===== src/rtl/rx_pkt_gate.sv =====
module rx_pkt_gate #(
  parameter int DEPTH = 64,
  parameter int SZW = 8,
  localparam int AW = $clog2(DEPTH),
  localparam int CW = AW + 1
) (
  input  logic           clk,
  input  logic           rst_n,
  input  logic           in_valid,
  input  logic           in_sop,
  input  logic           in_eop,
  input  logic [7:0]     in_data,
  input  logic [SZW-1:0] in_size,
  input  logic [1:0]     addr_mode,
  input  logic [7:0]     own_addr,
  input  logic [1:0]     len_mode,
  input  logic [SZW-1:0] len_limit,
  input  logic           rd_en,
  output logic [7:0]     rd_data,
  output logic [CW-1:0]  rx_count,
  output logic           rx_irq,
  output logic           overflow,
  output logic           len_mode_err
);

  logic [7:0]     shadow [DEPTH];
  logic [7:0]     store  [DEPTH];
  logic [CW-1:0]  wr_idx, rd_idx, cur_idx;
  logic [SZW-1:0] size_q;
  logic [7:0]     dest_q;
  logic           dest_seen, judge;
  logic           addr_ok, len_ok, too_big, accept;

  assign cur_idx = in_sop ? '0 : wr_idx;

  always_ff @(posedge clk) begin
    if (!rst_n) begin
      wr_idx    <= '0;
      size_q    <= '0;
      dest_q    <= '0;
      dest_seen <= 1'b0;
      judge     <= 1'b0;
    end else begin
      judge <= in_valid & in_eop;
      if (in_valid) begin
        if (in_sop) begin
          size_q    <= in_size;
          dest_seen <= 1'b0;
        end
        if (cur_idx == CW'(1)) begin
          dest_q    <= in_data;
          dest_seen <= 1'b1;
        end
        if (cur_idx < CW'(DEPTH)) wr_idx <= cur_idx + 1'b1;
        else wr_idx <= cur_idx;
      end
    end
  end

  always_ff @(posedge clk) begin
    if (in_valid && cur_idx < CW'(DEPTH)) shadow[cur_idx[AW-1:0]] <= in_data;
  end

  assign addr_ok = (addr_mode == 2'b00) |
                   (dest_seen & ((dest_q == own_addr) |
                                 (addr_mode == 2'b10 & dest_q == 8'h00) |
                                 (addr_mode == 2'b11 & (dest_q == 8'h00 | dest_q == 8'hFF))));
  assign len_ok  = (len_mode == 2'b01) ? (size_q <= len_limit) :
                   (len_mode == 2'b00) ? (size_q == len_limit) : 1'b0;
  assign too_big = size_q > SZW'(DEPTH);
  assign accept  = judge & addr_ok & len_ok & ~too_big;

  always_ff @(posedge clk) begin
    if (!rst_n) begin
      rx_count     <= '0;
      rd_idx       <= '0;
      rx_irq       <= 1'b0;
      overflow     <= 1'b0;
      len_mode_err <= 1'b0;
    end else begin
      rx_irq       <= accept;
      overflow     <= judge & too_big;
      len_mode_err <= judge & len_mode[1];
      if (accept) begin
        rx_count <= size_q[CW-1:0];
        rd_idx   <= '0;
      end else if (rd_en && rd_idx < rx_count) begin
        rd_idx <= rd_idx + 1'b1;
      end
    end
  end

  always_ff @(posedge clk) begin
    if (accept) begin
      for (int i = 0; i < DEPTH; i++) store[i] <= shadow[i];
    end
  end

  assign rd_data = (rd_idx < rx_count) ? store[rd_idx[AW-1:0]] : 8'h00;

endmodule



===== config.mk =====
export PLATFORM = sky130hd
export DESIGN_NAME = rx_pkt_gate
export DESIGN_NICKNAME = d
export VERILOG_FILES = /design/src/rtl/rx_pkt_gate.sv
export SDC_FILE = /design/constraint.sdc
export NUM_CORES = 1
export LEC_CHECK = 0
export BUFFER_PORTS_ARGS = -buffer_cell sky130_fd_sc_hd__buf_4
export CORE_AREA = 2 2 234 467
export CTS_CLUSTER_SIZE = 25
export DETAILED_ROUTE_END_ITERATION = 8
export DIE_AREA = 0 0 236 469
export GPL_TIMING_DRIVEN = 0
export PLACE_DENSITY = 0.48
export SYNTH_ARGS = -nofsm -noshare
export SYNTH_HDL_FRONTEND = slang
export SYNTH_SLANG_ARGS = --single-unit

===== constraint.sdc =====
create_clock -name clk -period 5.7 [get_ports clk]
set_clock_uncertainty 0.05 [all_clocks]
set_input_delay 0.855 -clock clk [delete_from_list [all_inputs] [get_ports clk]]
set_output_delay 0.855 -clock clk [all_outputs]
set_load 0.01 [all_outputs]

==> flow_metrics.tcl <==
set metrics [dict create \
    grt_max_degree 132 \
    crit_arrival_ns 4.67 \
    place_congestion 0.800 \
    final_common_cell "edfxtp_1" \
    ys_ff_latch 1072 \
    via_per_inst 4.94 \
    rsz0062_at_grt "false" \
    hpwl_um 53700 \
    hold_path_class "reg -> reg" \
    insertion_delay_ns 0.65 \
    p_leak_nw 12.9 \
    ctsRootBufferMaster "clkbuf_16" \
    switchingPower_mw 2.87 \
    yosysSeqAreaShare 0.851 \
    ff2ff_path_depth 8 \
    async_reset_ff_frac 0 \
    synth_nets 1722 \
    synth_cells 1663 \
    die_h_um 469 \
    final_nets 1871 \
    cp_max_fo 10 \
    ir_drop_uv 288 \
    clkPwrFrac 0.408 \
    antenna_found_initial 1 \
    seqPwrFrac 0.580 \
    cts_htree_levels 3 \
    final-setup-viol-count 0 \
    cts_buffers 85 \
    min_period_over_period 0.977 \
    final-hold-violation-count 0 \
    ff_latch_area_um2 31700 \
    multi_input_area_um2 5270 \
    synth.avg_cell_area_um2 22.4 \
    cts.sinks 1072 \
    ant_nets 0 \
    drt_iter0_drc 1382 \
    synth_cell_type_count 51 \
    netlist_area_um2 37300 \
    maxCapViolCount 0 \
    n_fill_cell 9509 \
    synth_flop_cell "edfxtp_1" \
    hold_path_depth 0 \
    tightest_slew_ns 1.20 \
    clock_path_buffers 3 \
    comb_power_share 0.012 \
    fp.dieArea_um2 111000 \
    start_kind "flip-flop" \
    detail_route.wl_per_cell_um 25.8 \
    min_period_ns 5.57 \
    placementRows 170 \
    maxSlewViolCount 0 \
    cp.required_ns 4.80 \
    overflow 0 \
    slew_headroom 0.199 \
    initial_core_util 0.348 \
    power_mw 14.8 \
    power_density_nw_per_um2 350 \
    fin_cells 3258 \
    drc_errors 0 \
    drive_gt1_frac 0.176 \
    grt_use_total 0.152 \
    final_cell_mix "edfxtp_1 (1024), mux4_2 (128), clkbuf_16 (86)" \
    p_int_mw 12.0 \
    vias 16100 \
    status "complete, no violations" \
    core_area_um2 107000 \
    max_freq_mhz 180 \
    end_kind "output port" \
    clk_transition_reported_paths_ns 0.07 \
    worst-setup-path-type "reg -> out" \
    area_growth_pct 13.7 \
    ios 60 \
    final_util 0.396 \
    grt_pass1_wl_um 119000 \
    dp_cells 3101 \
    yosys_warnings 0 \
    routed_wl_um 84200 \
    io_buffers 57 \
    synth-edff-count 1024 \
    grt_pass1_vias 17100 \
    firstDrtPassIters 5 \
    switching_share 0.193 \
    fp.dieW_um 236 \
    cts_tree "built" \
]
-- cells by family (layout without fill, tap and decap cells) --
logic type / count (synthesis) / in the layout / synth area share
AO/OA/AOI/OAI: 118 / 118 / 0.0218
AND/OR/NAND/NOR: 220 / 220 / 0.0288
other: 0 / 2 / 0
flip-flops: 1072 / 1072 / 0.851
buffers and inverters: 78 / 295 / 0.00809
adder cells (fa/ha/maj): 17 / 17 / 0.00571
XOR/XNOR: 14 / 14 / 0.00329
multiplexers: 144 / 144 / 0.0816
-- final timing paths --
path	startpoint	end	slack [ns]
worst max register to register	size_q[5]	store[55][3]	0.78
worst min-delay path	shadow[5][0]	store[5][0]	0.36
worst max-delay path	flip-flop	rd_data[1]	0.13
worst min register to register	shadow[5][0]	store[5][0]	0.36
-- synth_stat cells (all sizes together) (7+ instances only) --
cell / number / share of area
a21boi: 11 / 0.0022
a22o: 8 / 0.0019
buf: 20 / 0.0022
clkbuf: 37 / 0.0037
dfxtp: 48 / 0.026
edfxtp: 1024 / 0.82
ha: 17 / 0.0057
inv: 21 / 0.0021
mux2i: 16 / 0.0043
mux4: 128 / 0.077
nand2: 52 / 0.0052
nand4: 9 / 0.0015
nor2: 80 / 0.0081
nor2b: 18 / 0.0030
nor3b: 10 / 0.0020
nor4: 20 / 0.0034
o21ai: 10 / 0.0013
o22ai: 64 / 0.011
xnor2: 7 / 0.0016
xor2: 7 / 0.0016
-- sequential cells by signal (all words and copies together) (netlist names), named ones only --
signal and flops:
rd_idx 7, wr_idx 7, rx_count 7, store 512, rx_irq 1, dest_seen 1
dest_q 8, size_q 8, shadow 512, len_mode_err 1, judge 1, overflow 1
-- power groups by stage --
| stage | Combinational (mW) | Sequential (mW) | Clock, mW |
|---|---|---|---|
| 2_1_floorplan | 0.0605 | 8.76 | 0 |
| 3_3_place_gp | 0.178 | 8.77 | 0 |
| 3_5_place_dp | 0.190 | 8.77 | 0 |
| 4_1_cts | 0.190 | 8.59 | 6.22 |
| 5_1_grt | 0.200 | 8.59 | 6.49 |
| 6_report | 0.184 | 8.59 | 6.05 |
-- through the flow --
step | instance area [um2] | setup WS (ns) | hold slack, ns | TNS [ns]
floorplan | 37300 | 0.446 | 0.350 | 0
global placement | 39400 | -0.951 | 0.350 | -445.53
detailed placement | 39600 | 0.522 | 0.355 | 0
CTS | 42400 | 0.00106 | 0.344 | 0
global route | 42400 | 0.00176 | 0.363 | 0
finish | 42400 | 0.129 | 0.361 | 0
-- critical path, cell delays in order (launching register included) --
cell	delay [ns]
dfxtp_1	0.34
clkbuf_1	0.72
buf_1	0.84
mux4_2	0.44
o22ai_1	0.15
nor4_1	0.95
a22o_1	0.37
buf_4	0.17
-- what timing repair did --
item,CTS,global route
endpoints found under the setup margin,2,3
setup buffers,0,0
hold buffers,0,0
resized for setup,6,2
-- layer usage --
metal | vias to the layer above | global-route usage | part of all wire
met5 | - | 0 | 0
met4 | 0 | 0.0576 | 0.033
met3 | 114 | 0.0217 | 0.038
met2 | 387 | 0.299 | 0.57
met1 | 8535 | 0.163 | 0.36
li1 | 7073 | - | -
-- cell type report --
cell class | instances | share of cell area
well taps | 1376 | 0.0406
inverters | 21 | 0.00186
diodes | 2 | 0.000118
flip-flops and latches | 1072 | 0.748
plain buffers | 57 | 0.00593
clock inverters | 53 | 0.0134
multi-input cells | 513 | 0.124
repair buffers | 62 | 0.0130
clock buffers | 102 | 0.0529
No activity file was read; power rests on OpenSTA's default activity.
